[src/rtl/i2cr_pkg.sv]
package i2cr_pkg;
   localparam int BYTE_W = 8;

   typedef enum logic [2:0] {
      ST_IDLE,
      ST_ADDR,
      ST_ADDR_ACK,
      ST_TX,
      ST_TX_ACK
   } i2cr_state_t;
endpackage

[src/rtl/i2cr_sync.sv]
// Multi-stage synchroniser with a one-cycle delayed copy for edge detection.
module i2cr_sync #(
   parameter int   STAGES    = 2,
   parameter logic RESET_VAL = 1'b1
) (
   input  logic clk,
   input  logic rst_n,
   input  logic d,
   output logic q,
   output logic q_prev
);
   generate
      if (STAGES < 2) begin : g_bad_stages
         $error("i2cr_sync: STAGES must be at least 2");
      end
   endgenerate

   logic [STAGES-1:0] chain;

   always_ff @(posedge clk or negedge rst_n) begin
      if (!rst_n) begin
         chain  <= {STAGES{RESET_VAL}};
         q_prev <= RESET_VAL;
      end else begin
         chain  <= {chain[STAGES-2:0], d};
         q_prev <= chain[STAGES-1];
      end
   end

   assign q = chain[STAGES-1];
endmodule

[src/rtl/i2cr_linemon.sv]
// Synchronises both bus lines and derives clock edges and bus conditions.
module i2cr_linemon #(
   parameter int SYNC_STAGES = 2
) (
   input  logic clk,
   input  logic rst_n,
   input  logic scl_i,
   input  logic sda_i,
   output logic scl_s,
   output logic sda_s,
   output logic scl_rise,
   output logic scl_fall,
   output logic start_det,
   output logic stop_det
);
   logic scl_p, sda_p;

   i2cr_sync #(.STAGES(SYNC_STAGES), .RESET_VAL(1'b1)) u_scl_sync (
      .clk(clk), .rst_n(rst_n), .d(scl_i), .q(scl_s), .q_prev(scl_p)
   );

   i2cr_sync #(.STAGES(SYNC_STAGES), .RESET_VAL(1'b1)) u_sda_sync (
      .clk(clk), .rst_n(rst_n), .d(sda_i), .q(sda_s), .q_prev(sda_p)
   );

   assign scl_rise  =  scl_s & ~scl_p;
   assign scl_fall  = ~scl_s &  scl_p;
   assign start_det =  scl_s &  scl_p &  sda_p & ~sda_s;
   assign stop_det  =  scl_s &  scl_p & ~sda_p &  sda_s;
endmodule

[src/rtl/i2cr_ptr.sv]
// Saturating read pointer and byte selector.
module i2cr_ptr #(
   parameter int NUM_REGS = 16,
   localparam int PTR_W   = (NUM_REGS > 1) ? $clog2(NUM_REGS) : 1,
   localparam int BANK_W  = 8 * NUM_REGS
) (
   input  logic              clk,
   input  logic              rst_n,
   input  logic              clr,
   input  logic              inc,
   input  logic [BANK_W-1:0] bank,
   output logic [PTR_W-1:0]  ptr,
   output logic [7:0]        byte_o
);
   localparam logic [PTR_W-1:0] LAST = PTR_W'(NUM_REGS - 1);

   always_ff @(posedge clk or negedge rst_n) begin
      if (!rst_n)                    ptr <= '0;
      else if (clr)                  ptr <= '0;
      else if (inc && (ptr != LAST)) ptr <= ptr + 1'b1;
   end

   assign byte_o = bank[ptr*8 +: 8];
endmodule

[src/rtl/i2cr_engine.sv]
// Bit-level protocol engine: address match, acknowledge and byte shifting.
module i2cr_engine
   import i2cr_pkg::*;
#(
   parameter logic [6:0] DEV_ADDR = 7'h3C
) (
   input  logic        clk,
   input  logic        rst_n,
   input  logic        sda_s,
   input  logic        scl_rise,
   input  logic        scl_fall,
   input  logic        start_det,
   input  logic        stop_det,
   input  logic [7:0]  tx_byte,
   output logic        ptr_inc,
   output logic        sda_oe,
   output i2cr_state_t state
);
   logic [7:0] shreg;
   logic [3:0] bitcnt;
   logic       acked;

   assign ptr_inc = (state == ST_TX_ACK) && scl_rise && !sda_s;

   always_ff @(posedge clk or negedge rst_n) begin
      if (!rst_n) begin
         state  <= ST_IDLE;
         sda_oe <= 1'b0;
         shreg  <= '0;
         bitcnt <= '0;
         acked  <= 1'b0;
      end else if (start_det) begin
         state  <= ST_ADDR;
         sda_oe <= 1'b0;
         shreg  <= '0;
         bitcnt <= '0;
         acked  <= 1'b0;
      end else if (stop_det) begin
         state  <= ST_IDLE;
         sda_oe <= 1'b0;
      end else begin
         case (state)
            ST_ADDR: begin
               if (scl_rise && bitcnt < 4'd8) begin
                  shreg  <= {shreg[6:0], sda_s};
                  bitcnt <= bitcnt + 4'd1;
               end else if (scl_fall && bitcnt == 4'd8) begin
                  if (shreg == {DEV_ADDR, 1'b1}) begin
                     sda_oe <= 1'b1;
                     state  <= ST_ADDR_ACK;
                  end else begin
                     state  <= ST_IDLE;
                  end
               end
            end
            ST_ADDR_ACK: begin
               if (scl_fall) begin
                  shreg  <= {tx_byte[6:0], 1'b0};
                  sda_oe <= ~tx_byte[7];
                  bitcnt <= '0;
                  state  <= ST_TX;
               end
            end
            ST_TX: begin
               if (scl_fall) begin
                  if (bitcnt == 4'd7) begin
                     sda_oe <= 1'b0;
                     state  <= ST_TX_ACK;
                  end else begin
                     sda_oe <= ~shreg[7];
                     shreg  <= {shreg[6:0], 1'b0};
                     bitcnt <= bitcnt + 4'd1;
                  end
               end
            end
            ST_TX_ACK: begin
               if (scl_rise) begin
                  acked <= ~sda_s;
               end else if (scl_fall) begin
                  if (acked) begin
                     shreg  <= {tx_byte[6:0], 1'b0};
                     sda_oe <= ~tx_byte[7];
                     bitcnt <= '0;
                     state  <= ST_TX;
                  end else begin
                     state  <= ST_IDLE;
                  end
               end
            end
            default: ;
         endcase
      end
   end
endmodule

[src/rtl/i2c_status_reader.sv]
module i2c_status_reader
   import i2cr_pkg::*;
#(
   parameter int         NUM_REGS    = 16,
   parameter logic [6:0] DEV_ADDR    = 7'h3C,
   parameter int         SYNC_STAGES = 2,
   localparam int        PTR_W       = (NUM_REGS > 1) ? $clog2(NUM_REGS) : 1,
   localparam int        BANK_W      = BYTE_W * NUM_REGS
) (
   input  logic              clk,
   input  logic              rst_n,
   input  logic              scl_i,
   input  logic              sda_i,
   input  logic [BANK_W-1:0] reg_bank_i,
   output logic              sda_oe
);
   generate
      if (NUM_REGS < 1 || NUM_REGS > 16) begin : g_bad_regs
         $error("i2c_status_reader: NUM_REGS must lie in 1..16");
      end
   endgenerate

   logic        scl_s, sda_s, scl_rise, scl_fall, start_det, stop_det;
   logic        ptr_inc;
   logic [PTR_W-1:0] ptr;
   logic [7:0]  tx_byte;
   i2cr_state_t state;

   i2cr_linemon #(.SYNC_STAGES(SYNC_STAGES)) u_linemon (
      .clk(clk), .rst_n(rst_n), .scl_i(scl_i), .sda_i(sda_i),
      .scl_s(scl_s), .sda_s(sda_s), .scl_rise(scl_rise), .scl_fall(scl_fall),
      .start_det(start_det), .stop_det(stop_det)
   );

   i2cr_ptr #(.NUM_REGS(NUM_REGS)) u_ptr (
      .clk(clk), .rst_n(rst_n), .clr(start_det), .inc(ptr_inc),
      .bank(reg_bank_i), .ptr(ptr), .byte_o(tx_byte)
   );

   i2cr_engine #(.DEV_ADDR(DEV_ADDR)) u_engine (
      .clk(clk), .rst_n(rst_n), .sda_s(sda_s), .scl_rise(scl_rise),
      .scl_fall(scl_fall), .start_det(start_det), .stop_det(stop_det),
      .tx_byte(tx_byte), .ptr_inc(ptr_inc), .sda_oe(sda_oe), .state(state)
   );
endmodule

[config.mk]
export PLATFORM = sky130hd
export DESIGN_NAME = i2c_status_reader
export DESIGN_NICKNAME = d
export VERILOG_FILES = /design/src/rtl/i2cr_pkg.sv /design/src/rtl/i2cr_sync.sv /design/src/rtl/i2cr_linemon.sv /design/src/rtl/i2cr_ptr.sv /design/src/rtl/i2cr_engine.sv /design/src/rtl/i2c_status_reader.sv
export SDC_FILE = /design/constraint.sdc
export NUM_CORES = 1
export LEC_CHECK = 0
export CORE_ASPECT_RATIO = 1.1
export CORE_MARGIN = 5
export CORE_UTILIZATION = 43
export CTS_CLUSTER_SIZE = 30
export DETAILED_ROUTE_END_ITERATION = 10
export GPL_ROUTABILITY_DRIVEN = 0
export PLACE_DENSITY = 0.87
export SYNTH_ARGS = -nofsm -noshare
export SYNTH_HDL_FRONTEND = slang
export SYNTH_SLANG_ARGS = --single-unit
[constraint.sdc]
create_clock -name clk -period 4 [get_ports clk]
set_input_delay 0.8 -clock clk [delete_from_list [all_inputs] [get_ports clk]]
set_output_delay 0.8 -clock clk [all_outputs]
set_load 0.03 [all_outputs]
# After elaboration in Yosys (flattened, before gate mapping)
# Index checks and enable logic that the tools add are counted.
# op_classes
n_reduce_logical	15
shifts	1
magnitude_cmp	1
muxes	50
add_sub_neg	2
n_eq_ne	25
n_bitwise	13
# op_table
op	count
variable part select 128 x 8 -> 8 bit	1
two-way mux 8 bit	9
two-way mux 4 bit	11
one-hot mux 8 bit (4 select lines)	1
inequality test 4 x 3 -> 1 bit, second input constant	7
two-way mux 3 bit	9
AND reduction 9 bit	2
one-hot mux 4 bit (4 select lines)	1
two-way mux 1 bit	15
inequality test 3 x 2 -> 1 bit, second input constant	5
inequality test 4 bit, second input constant	3
one-hot mux 3 bit (4 select lines)	1
adder 4 x 1 -> 4 bit, second input constant	2
== test 8 x 7 -> 1 bit, second input constant	1
AND reduction 8 bit	1
AND 1 bit	7
== test 3 x 2 -> 1 bit, second input constant	2
inequality test 3 bit, second input constant	2
NOT 1 bit	6
nonzero test 2 bit	3
nonzero test 6 bit	1
logical AND 1 bit	5
nonzero test 5 bit	1
== test 4 x 3 -> 1 bit, second input constant	1
9 further kinds	10
# totals
wordCells	117
regBits	27
out_inout_bits	1
inputBits	132

# Logic depth before layout (Yosys ltp)
# Gate-level depths: netlist of run 1.
# logic_depth
word_depth	8
ltp_mapped	8

# Hierarchy
# A second synthesis of run 1 with hierarchy kept.
# hier_totals
hier_cells	247
area_unflattened_um2	2610.0
# modules_own_cells
module	area_each_um2	instances	cells_per_inst	seq_area_each_um2
i2cr_ptr	1257.5	1	106	100.1
i2cr_engine	1162.4	1	131	425.4
i2cr_sync	78.8	2	3	78.8
i2cr_linemon	32.5	1	4	0.0

# Least setup slack after synthesis of run 1
# OpenSTA, ideal clock, no wires.
# synth_timing
kind	input port to flip-flop
from	input reg_bank_i[95]
to	register u_engine.sda_oe
slack_ns	1.881
setup_time_ns	0.080
path_buffers	0
arrival_time_ns	2.038
cell_stages	5
path_cell_list	mux4_2 > mux2_2 > or3_1 > o2111a_1 > nor3_2
# synth_via
elab_chain_len	8
# synth_rtl
element	line	text
start, declared	i2c_status_reader.sv:14	input logic [BANK_W-1:0] reg_bank_i,
variable part select 128 x 8 -> 8 bit (*)	i2cr_ptr.sv:23	assign byte_o = bank[ptr*8 +: 8];
NOT 1 bit (*)	i2cr_engine.sv:59, i2cr_engine.sv:82	
two-way mux 1 bit	i2cr_engine.sv:80	if (acked) begin
two-way mux 1 bit	i2cr_engine.sv:79	end else if (scl_fall) begin
two-way mux 1 bit	i2cr_engine.sv:77	if (scl_rise) begin
one-hot mux 1 bit (4 select lines) (*)	i2cr_engine.sv:42	case (state)
two-way mux 1 bit (*)	i2cr_engine.sv:38	end else if (stop_det) begin
two-way mux 1 bit (*)	i2cr_engine.sv:32	end else if (start_det) begin
end signal, assigned	i2cr_engine.sv:59	sda_oe <= ~tx_byte[7];
end signal, assigned	i2cr_engine.sv:70	sda_oe <= ~shreg[7];
end signal, assigned	i2cr_engine.sv:82	sda_oe <= ~tx_byte[7];
end, declared	i2cr_engine.sv:16	output logic sda_oe,
# Every way passes the cells marked *; elsewhere a longest branch is shown, timed or not. The select of a mux whose other input is x is not followed.
# A chain may end at the register's enable or synchronous reset.

# Final worst setup path of run 1
# layout_timing
from	register u_engine.state[1]
to	register u_engine.shreg[0]
# layout_via
elab_chain_len	4
# layout_rtl
element	line	text
start, declared	i2cr_engine.sv:17	output i2cr_state_t state
start signal, assigned	i2cr_engine.sv:27	state <= ST_IDLE;
start signal, assigned	i2cr_engine.sv:33	state <= ST_ADDR;
start signal, assigned	i2cr_engine.sv:39	state <= ST_IDLE;
== test 3 bit (tied with other cells)	i2cr_engine.sv:42	
one-hot mux 8 bit (4 select lines)	i2cr_engine.sv:42	
two-way mux 8 bit	i2cr_engine.sv:38	
two-way mux 8 bit	i2cr_engine.sv:32	
end signal, assigned	i2cr_engine.sv:45	shreg <= {shreg[6:0], sda_s};
end signal, assigned	i2cr_engine.sv:58	shreg <= {tx_byte[6:0], 1'b0};
end signal, assigned	i2cr_engine.sv:71	shreg <= {shreg[6:0], 1'b0};
end, declared	i2cr_engine.sv:19	logic [7:0] shreg;
# Parallel ways exist; a longest one is shown, timed or not. The select of a mux whose other input is x is not followed.

==> results.json, run 1 <==
{
  "required_ns": 4.13,
  "io_buffers": 132,
  "start_kind": "flip-flop",
  "slowest_delay_ns": 0.81,
  "reg2reg_slack_ns": 1.66,
  "cts_resized": 0,
  "top_level_ports": 133,
  "syn_area_per_cell_um2": 10.05,
  "cts_num_sinks": 27,
  "tritoncts": "yes",
  "synthArstFlopShare": 1.000,
  "synth-warning-count": 0,
  "netlist_top_cells_count": "31 x mux2i_1, 21 x a22oi_1, 21 x dfrtp_1",
  "fin_nets": 497,
  "clock_latency_ns": 0.28,
  "worst_pin_slew_ns": 1.036,
  "min_from": "u_linemon.u_sda_sync.chain[0]",
  "drc_errors": 0,
  "fillers": 471,
  "antenna_found_initial": 0,
  "drive_gt1_frac": 0.09972,
  "hpwl_um": 6708,
  "syn_to_final_growth_pct": 56.48,
  "place_area_um2": 3802,
  "crit_family": "compound AO/OA/AOI/OAI gates",
  "crit_type": "reg2reg",
  "ant_nets": 0,
  "post_cts_buffers": 0,
  "cts_max_level": 1,
  "drt_iter0_drc": 143,
  "synth.net_count": 380,
  "wl_per_cell_um": 18.52,
  "cp_num_buf_inv": 0,
  "yosysUniqueCellTypes": 42,
  "synth.top_cell.area_share": 0.2135,
  "fin_tns_setup_ns": 0,
  "yosysTopAreaCell": "dfrtp_1",
  "finalSetupViolCount": 0,
  "period_share": 0.5856,
  "fmax_mhz": 426.9,
  "path_clk_slew_ns": 0.10,
  "p_leak_nw": 1.449,
  "r2r_end": "u_engine.shreg[0]",
  "synth_area_leaders": "dfrtp_1 21%, mux4_2 16%, mux2i_1 13%",
  "crit_path_cell_trace": "or3b_1 -> o22a_1 -> a31oi_1 -> o21ai_0",
  "fp.dieArea_um2": 7338,
  "start_util": 0.4348,
  "rr_worst_depth": 4,
  "regArea_um2": 684.4,
  "grt_usage": 0.2265,
  "synth-edff-count": 0,
  "cp-end-kind": "flip-flop",
  "multiInputGateArea_um2": 1659,
  "fin_area_um2": 3851,
  "syn_inst": 245,
  "die_w_um": 82.14,
  "min_to": "u_linemon.u_sda_sync.chain[1]",
  "hold_viol": 0,
  "antennaDiodeCount": 0,
  "row_count": 29,
  "min_path_cells": 0,
  "dr.pass1.iters": 4,
  "clk_root_buffer_cell": "clkbuf_8",
  "first_global_vias": 2718,
  "ys_ff_latch": 27,
  "rsz0062_at_grt": "no",
  "arrival_ns": 2.47,
  "min_period_ns": 2.343,
  "vias_per_cell": 5.788,
  "core_area_um2": 5660,
  "powerDensity_nw_per_um2": 188.2,
  "cap_viol_max_count": 0,
  "grt_max_degree": 32,
  "status": "finished, final reports clean",
  "r2r-start": "u_engine.state[1]",
  "cts_buffer_depth": 2,
  "finalClockSkew_ns": 0.003173,
  "holdCritPathClass": "reg2reg",
  "synth_seq_area_share": 0.2776,
  "die_h_um": 89.35,
  "vdd.ir_drop.worst_mv": 0.1123,
  "grt_pass1_wl_um": 12680,
  "netlist_area_um2": 2461,
  "wl_um": 8111,
  "dr_total_vias": 2535,
  "grt_overflow": 0,
  "ys.flop_type": "dfrtp_1",
  "timing.hold.ws_ns": 0.3619,
  "synth.most_common_cell": "mux2i_1",
  "cts_hold_buf": 0,
  "cts_buffers": 3,
  "critPathMaxFanout": 13,
  "cp_slowest_cell": "a31oi_1",
  "slew_violations": 0,
  "relSlewSlack": 0.3092
}
## per-stage QoR
stage          worst slack [ns]  power, mW  cells    util
3_5_place_dp              1.374     0.5666    434  0.6718
3_3_place_gp              1.452     0.5581    434  0.6718
2_1_floorplan             1.881     0.4109    245       -
5_1_grt                   1.412     0.7648    438  0.6804
6_report                  1.657     0.7248    438  0.6804
4_1_cts                   1.658     0.7306    438  0.6804
## state kept, by name, indices dropped and copies added, names as in the netlist
name	count
u_engine.acked	1
u_engine.state	3
u_engine.shreg	8
u_linemon.u_scl_sync.q_prev	1
u_linemon.u_sda_sync.chain	2
u_engine.bitcnt	4
u_linemon.u_scl_sync.chain	2
u_engine.sda_oe	1
u_linemon.u_sda_sync.q_prev	1
u_ptr.ptr	4
## logic make-up after synthesis
logic type | after synthesis | synth area share
AO/OA/AOI/OAI | 71 | 0.1978
AND/OR/NAND/NOR | 60 | 0.1424
multiplexers | 52 | 0.3045
buffers and inverters | 28 | 0.04830
flip-flops | 27 | 0.2776
XOR/XNOR | 4 | 0.01424
adder cells (fa/ha/maj) | 3 | 0.01525
## per-layer routing
metal,part of all wire,vias to the layer above,GRT usage
met3,0.072,19,0.05746
li1,-,1183,-
met5,0,-,0
met4,0.033,0,0.1118
met1,0.35,1218,0.2388
met2,0.54,115,0.4144
## final cells by class
type                       instances  area share
inverter                           5    0.004873
clock buffer                       3     0.01072
tap                               77     0.02502
timing repair buffer             135      0.3489
sequential                        27      0.1777
multi-input combinational        190      0.4308
clock inverter                     1    0.001949
## layout by cell type (no fill, tap or decap), types with 2 or more instances in the layout
| cell type | count |
|---|---|
| clkdlybuf4s50_1 | 132 |
| o21ai_0 | 8 |
| a211oi_1 | 7 |
| a22oi_1 | 21 |
| nor3b_1 | 3 |
| a211o_1 | 2 |
| a31oi_1 | 12 |
| mux2i_1 | 31 |
| xor2_1 | 2 |
| nand3b_1 | 4 |
| buf_4 | 3 |
| inv_1 | 5 |
| mux2_2 | 3 |
| ha_1 | 3 |
| mux4_2 | 18 |
| nand2_1 | 7 |
| nor2_1 | 18 |
| xnor2_1 | 2 |
| a21o_1 | 9 |
| nor4b_1 | 2 |
| a21oi_1 | 7 |
| or3_1 | 2 |
| and3b_1 | 3 |
| clkbuf_8 | 3 |
| nor2b_1 | 4 |
| nand3_1 | 6 |
| dfstp_2 | 6 |
| dfrtp_1 | 20 |
| nand2b_1 | 3 |
## worst max path at each step
stage,start,end,slack [ns],cells past startpoint
2_1_floorplan,reg_bank_i[95],u_engine.sda_oe,1.88,5
3_3_place_gp,reg_bank_i[95],u_engine.sda_oe,1.45,6
3_5_place_dp,reg_bank_i[95],u_engine.sda_oe,1.37,6
4_1_cts,u_engine.state[1],u_engine.shreg[0],1.66,4
5_1_grt,u_engine.state[1],u_engine.shreg[0],1.41,4
6_report,u_engine.state[1],u_engine.shreg[0],1.66,4
## power breakdown
group / leakage (nW) / internal (mW) / switching (mW) / total [mW]
Clock: 0.0217 / 0.0710 / 0.0919 / 0.163
Combinational: 1.08 / 0.163 / 0.0669 / 0.230
Sequential: 0.350 / 0.302 / 0.0296 / 0.332
Total: 1.45 / 0.536 / 0.188 / 0.725
(Power assumes the default switching activity.)
==> run 2, diff against run 1 <==
CORE_UTILIZATION = 40   (was 43)
PLACE_DENSITY = 0.82   (was 0.87)
clock period = 2.3 ns   (was 4 ns; I/O delays follow)
==> results.json, run 2 (synthesized netlist as in run 1, its figures left out) <==
{
  "clock_latency_ns": 0.27,
  "p_total_mw": 1.261,
  "hpwl_um": 7072,
  "cts_buffer_depth": 2,
  "cts_num_sinks": 27,
  "setup.worst_path.start": "u_engine.state[2]",
  "cts_max_level": 1,
  "min_period_ns": 2.067,
  "antennaDiodeCount": 0,
  "use_met2": 0.4040,
  "finalClockSkew_ns": 0.001868,
  "top_regs": "u_engine.shreg x8, u_engine.bitcnt x4, u_ptr.ptr x4",
  "final_common_cell": "clkdlybuf4s50_1",
  "row_count": 30,
  "relSlewSlack": 0.6071,
  "fin_nets": 502,
  "required_ns": 2.52,
  "cap_viol_max_count": 0,
  "post_cts_buffers": 0,
  "top_usage_layer": "met2",
  "hold_viol": 0,
  "drc_errors": 2,
  "period_share": 0.8987,
  "die_w_um": 84.79,
  "top_level_ports": 133,
  "wl_per_cell_um": 18.70,
  "die_h_um": 92.27,
  "slew_violations": 0,
  "worst_pin_slew_ns": 0.5893,
  "grt_max_degree": 34,
  "dr.pass1.iters": 7,
  "status": "complete, but fails checks",
  "io_buffers": 132,
  "violations": "design-rule violations",
  "drive_gt1_frac": 0.1120,
  "min_from": "u_linemon.u_scl_sync.chain[0]",
  "cts_hold_buf": 0,
  "crit_path_cell_trace": "nand2b_1 -> a21oi_1 -> buf_4 -> nor2_1 -> a211oi_1 -> a21o_1",
  "arrival_ns": 2.28,
  "fp.dieArea_um2": 7824,
  "fmax_mhz": 483.8,
  "grt_use_met1": 0.2254,
  "first_global_vias": 2784,
  "crit_type": "reg2reg",
  "dr_total_vias": 2526,
  "cp-end-kind": "flip-flop",
  "largest_register_ff_count": 8,
  "drt_iter0_drc": 154,
  "grt_usage": 0.2109,
  "cts_resized": 0,
  "vias_per_cell": 5.664,
  "start_util": 0.4047,
  "grt_overflow": 0,
  "critPathMaxFanout": 13,
  "powerDensity_nw_per_um2": 322.8,
  "slowest_delay_ns": 0.53,
  "clk_root_buffer_cell": "clkbuf_8",
  "tritoncts": "yes",
  "wl_um": 8339,
  "grt_pass1_wl_um": 13180,
  "cp_slowest_cell": "dfrtp_1",
  "place_area_um2": 3856,
  "ant_nets": 0,
  "rsz0062_at_grt": "no",
  "start_kind": "flip-flop",
  "core_area_um2": 6081,
  "top_register": "u_engine.shreg",
  "cts_buffers": 3,
  "syn_to_final_growth_pct": 58.67,
  "r2r-start": "u_engine.state[2]",
  "fin_area_um2": 3905,
  "vdd.ir_drop.worst_mv": 0.2705,
  "holdCritPathClass": "reg2reg",
  "p_leak_nw": 1.476,
  "final_cell_mix": "132 x clkdlybuf4s50_1, 31 x mux2i_1, 21 x a22oi_1",
  "path_clk_slew_ns": 0.10,
  "grtUsageMet3": 0.04043,
  "antenna_found_initial": 0,
  "finalSetupViolCount": 0,
  "fin_tns_setup_ns": 0
}
## run 2: cell types whose count changed in the layout (fill, tap and decap cells not counted)
cell    change
buf_12      +1
buf_4       +4
## run 2: layout make-up
| class | count | area [µm²] |
|---|---|---|
| sequential | 27 | 684.4 |
| timing repair buffer | 140 | 1394 |
| fill | 526 | 2176 |
| clock inverter | 1 | 7.507 |
| clock buffer | 3 | 41.29 |
| multi-input combinational | 190 | 1659 |
| tap | 80 | 100.1 |
| inverter | 5 | 18.77 |
## run 2: through the flow
step                setup slack, ns  cells  hold slack, ns    util
floorplan                    0.4659    245          0.1644       -
finish                       0.2329    446          0.3618  0.6422
detailed placement          0.02630    442          0.3479  0.6342
global placement            0.06925    442          0.3460  0.6342
CTS                          0.2057    446          0.3626  0.6422
global route                0.04623    446          0.3717  0.6422
## run 2: worst max-delay path: cells and delay by family, from the launching register on
| kind | cells | cell delay, ns |
|---|---|---|
| AOI/OAI and AO/OA | 3 | 0.92 |
| buffers and inverters | 1 | 0.26 |
| DFF | 1 | 0.53 |
| and+or+nand+nor | 2 | 0.31 |
## run 2: path summary, 6_finish.rpt
| path | slack (ns) | cells past startpoint | end |
|---|---|---|---|
| worst min-delay path | 0.36 | 0 | u_linemon.u_scl_sync.chain[1] |
| worst max-delay path | 0.23 | 6 | u_engine.shreg[1] |
| min in group asynchronous | 0.55 | 2 | u_engine.state[1] |
| max in group asynchronous | 1.45 | 2 | u_linemon.u_sda_sync.q_prev |
| worst min register to register | 0.36 | 0 | u_linemon.u_scl_sync.chain[1] |
| worst max register to register | 0.23 | 6 | u_engine.shreg[1] |
## run 2: layer usage
| layer | up-vias | share of wire |
|---|---|---|
| met5 | - | 0 |
| li1 | 1201 | - |
| met2 | 118 | 0.54 |
| met4 | 0 | 0.036 |
| met1 | 1187 | 0.36 |
| met3 | 20 | 0.069 |
## run 2: where the power goes
part	switching [mW]	total, mW	internal (mW)
registers	0.0516	0.577	0.525
logic	0.117	0.404	0.287
clock network	0.157	0.280	0.123
total	0.325	1.26	0.936
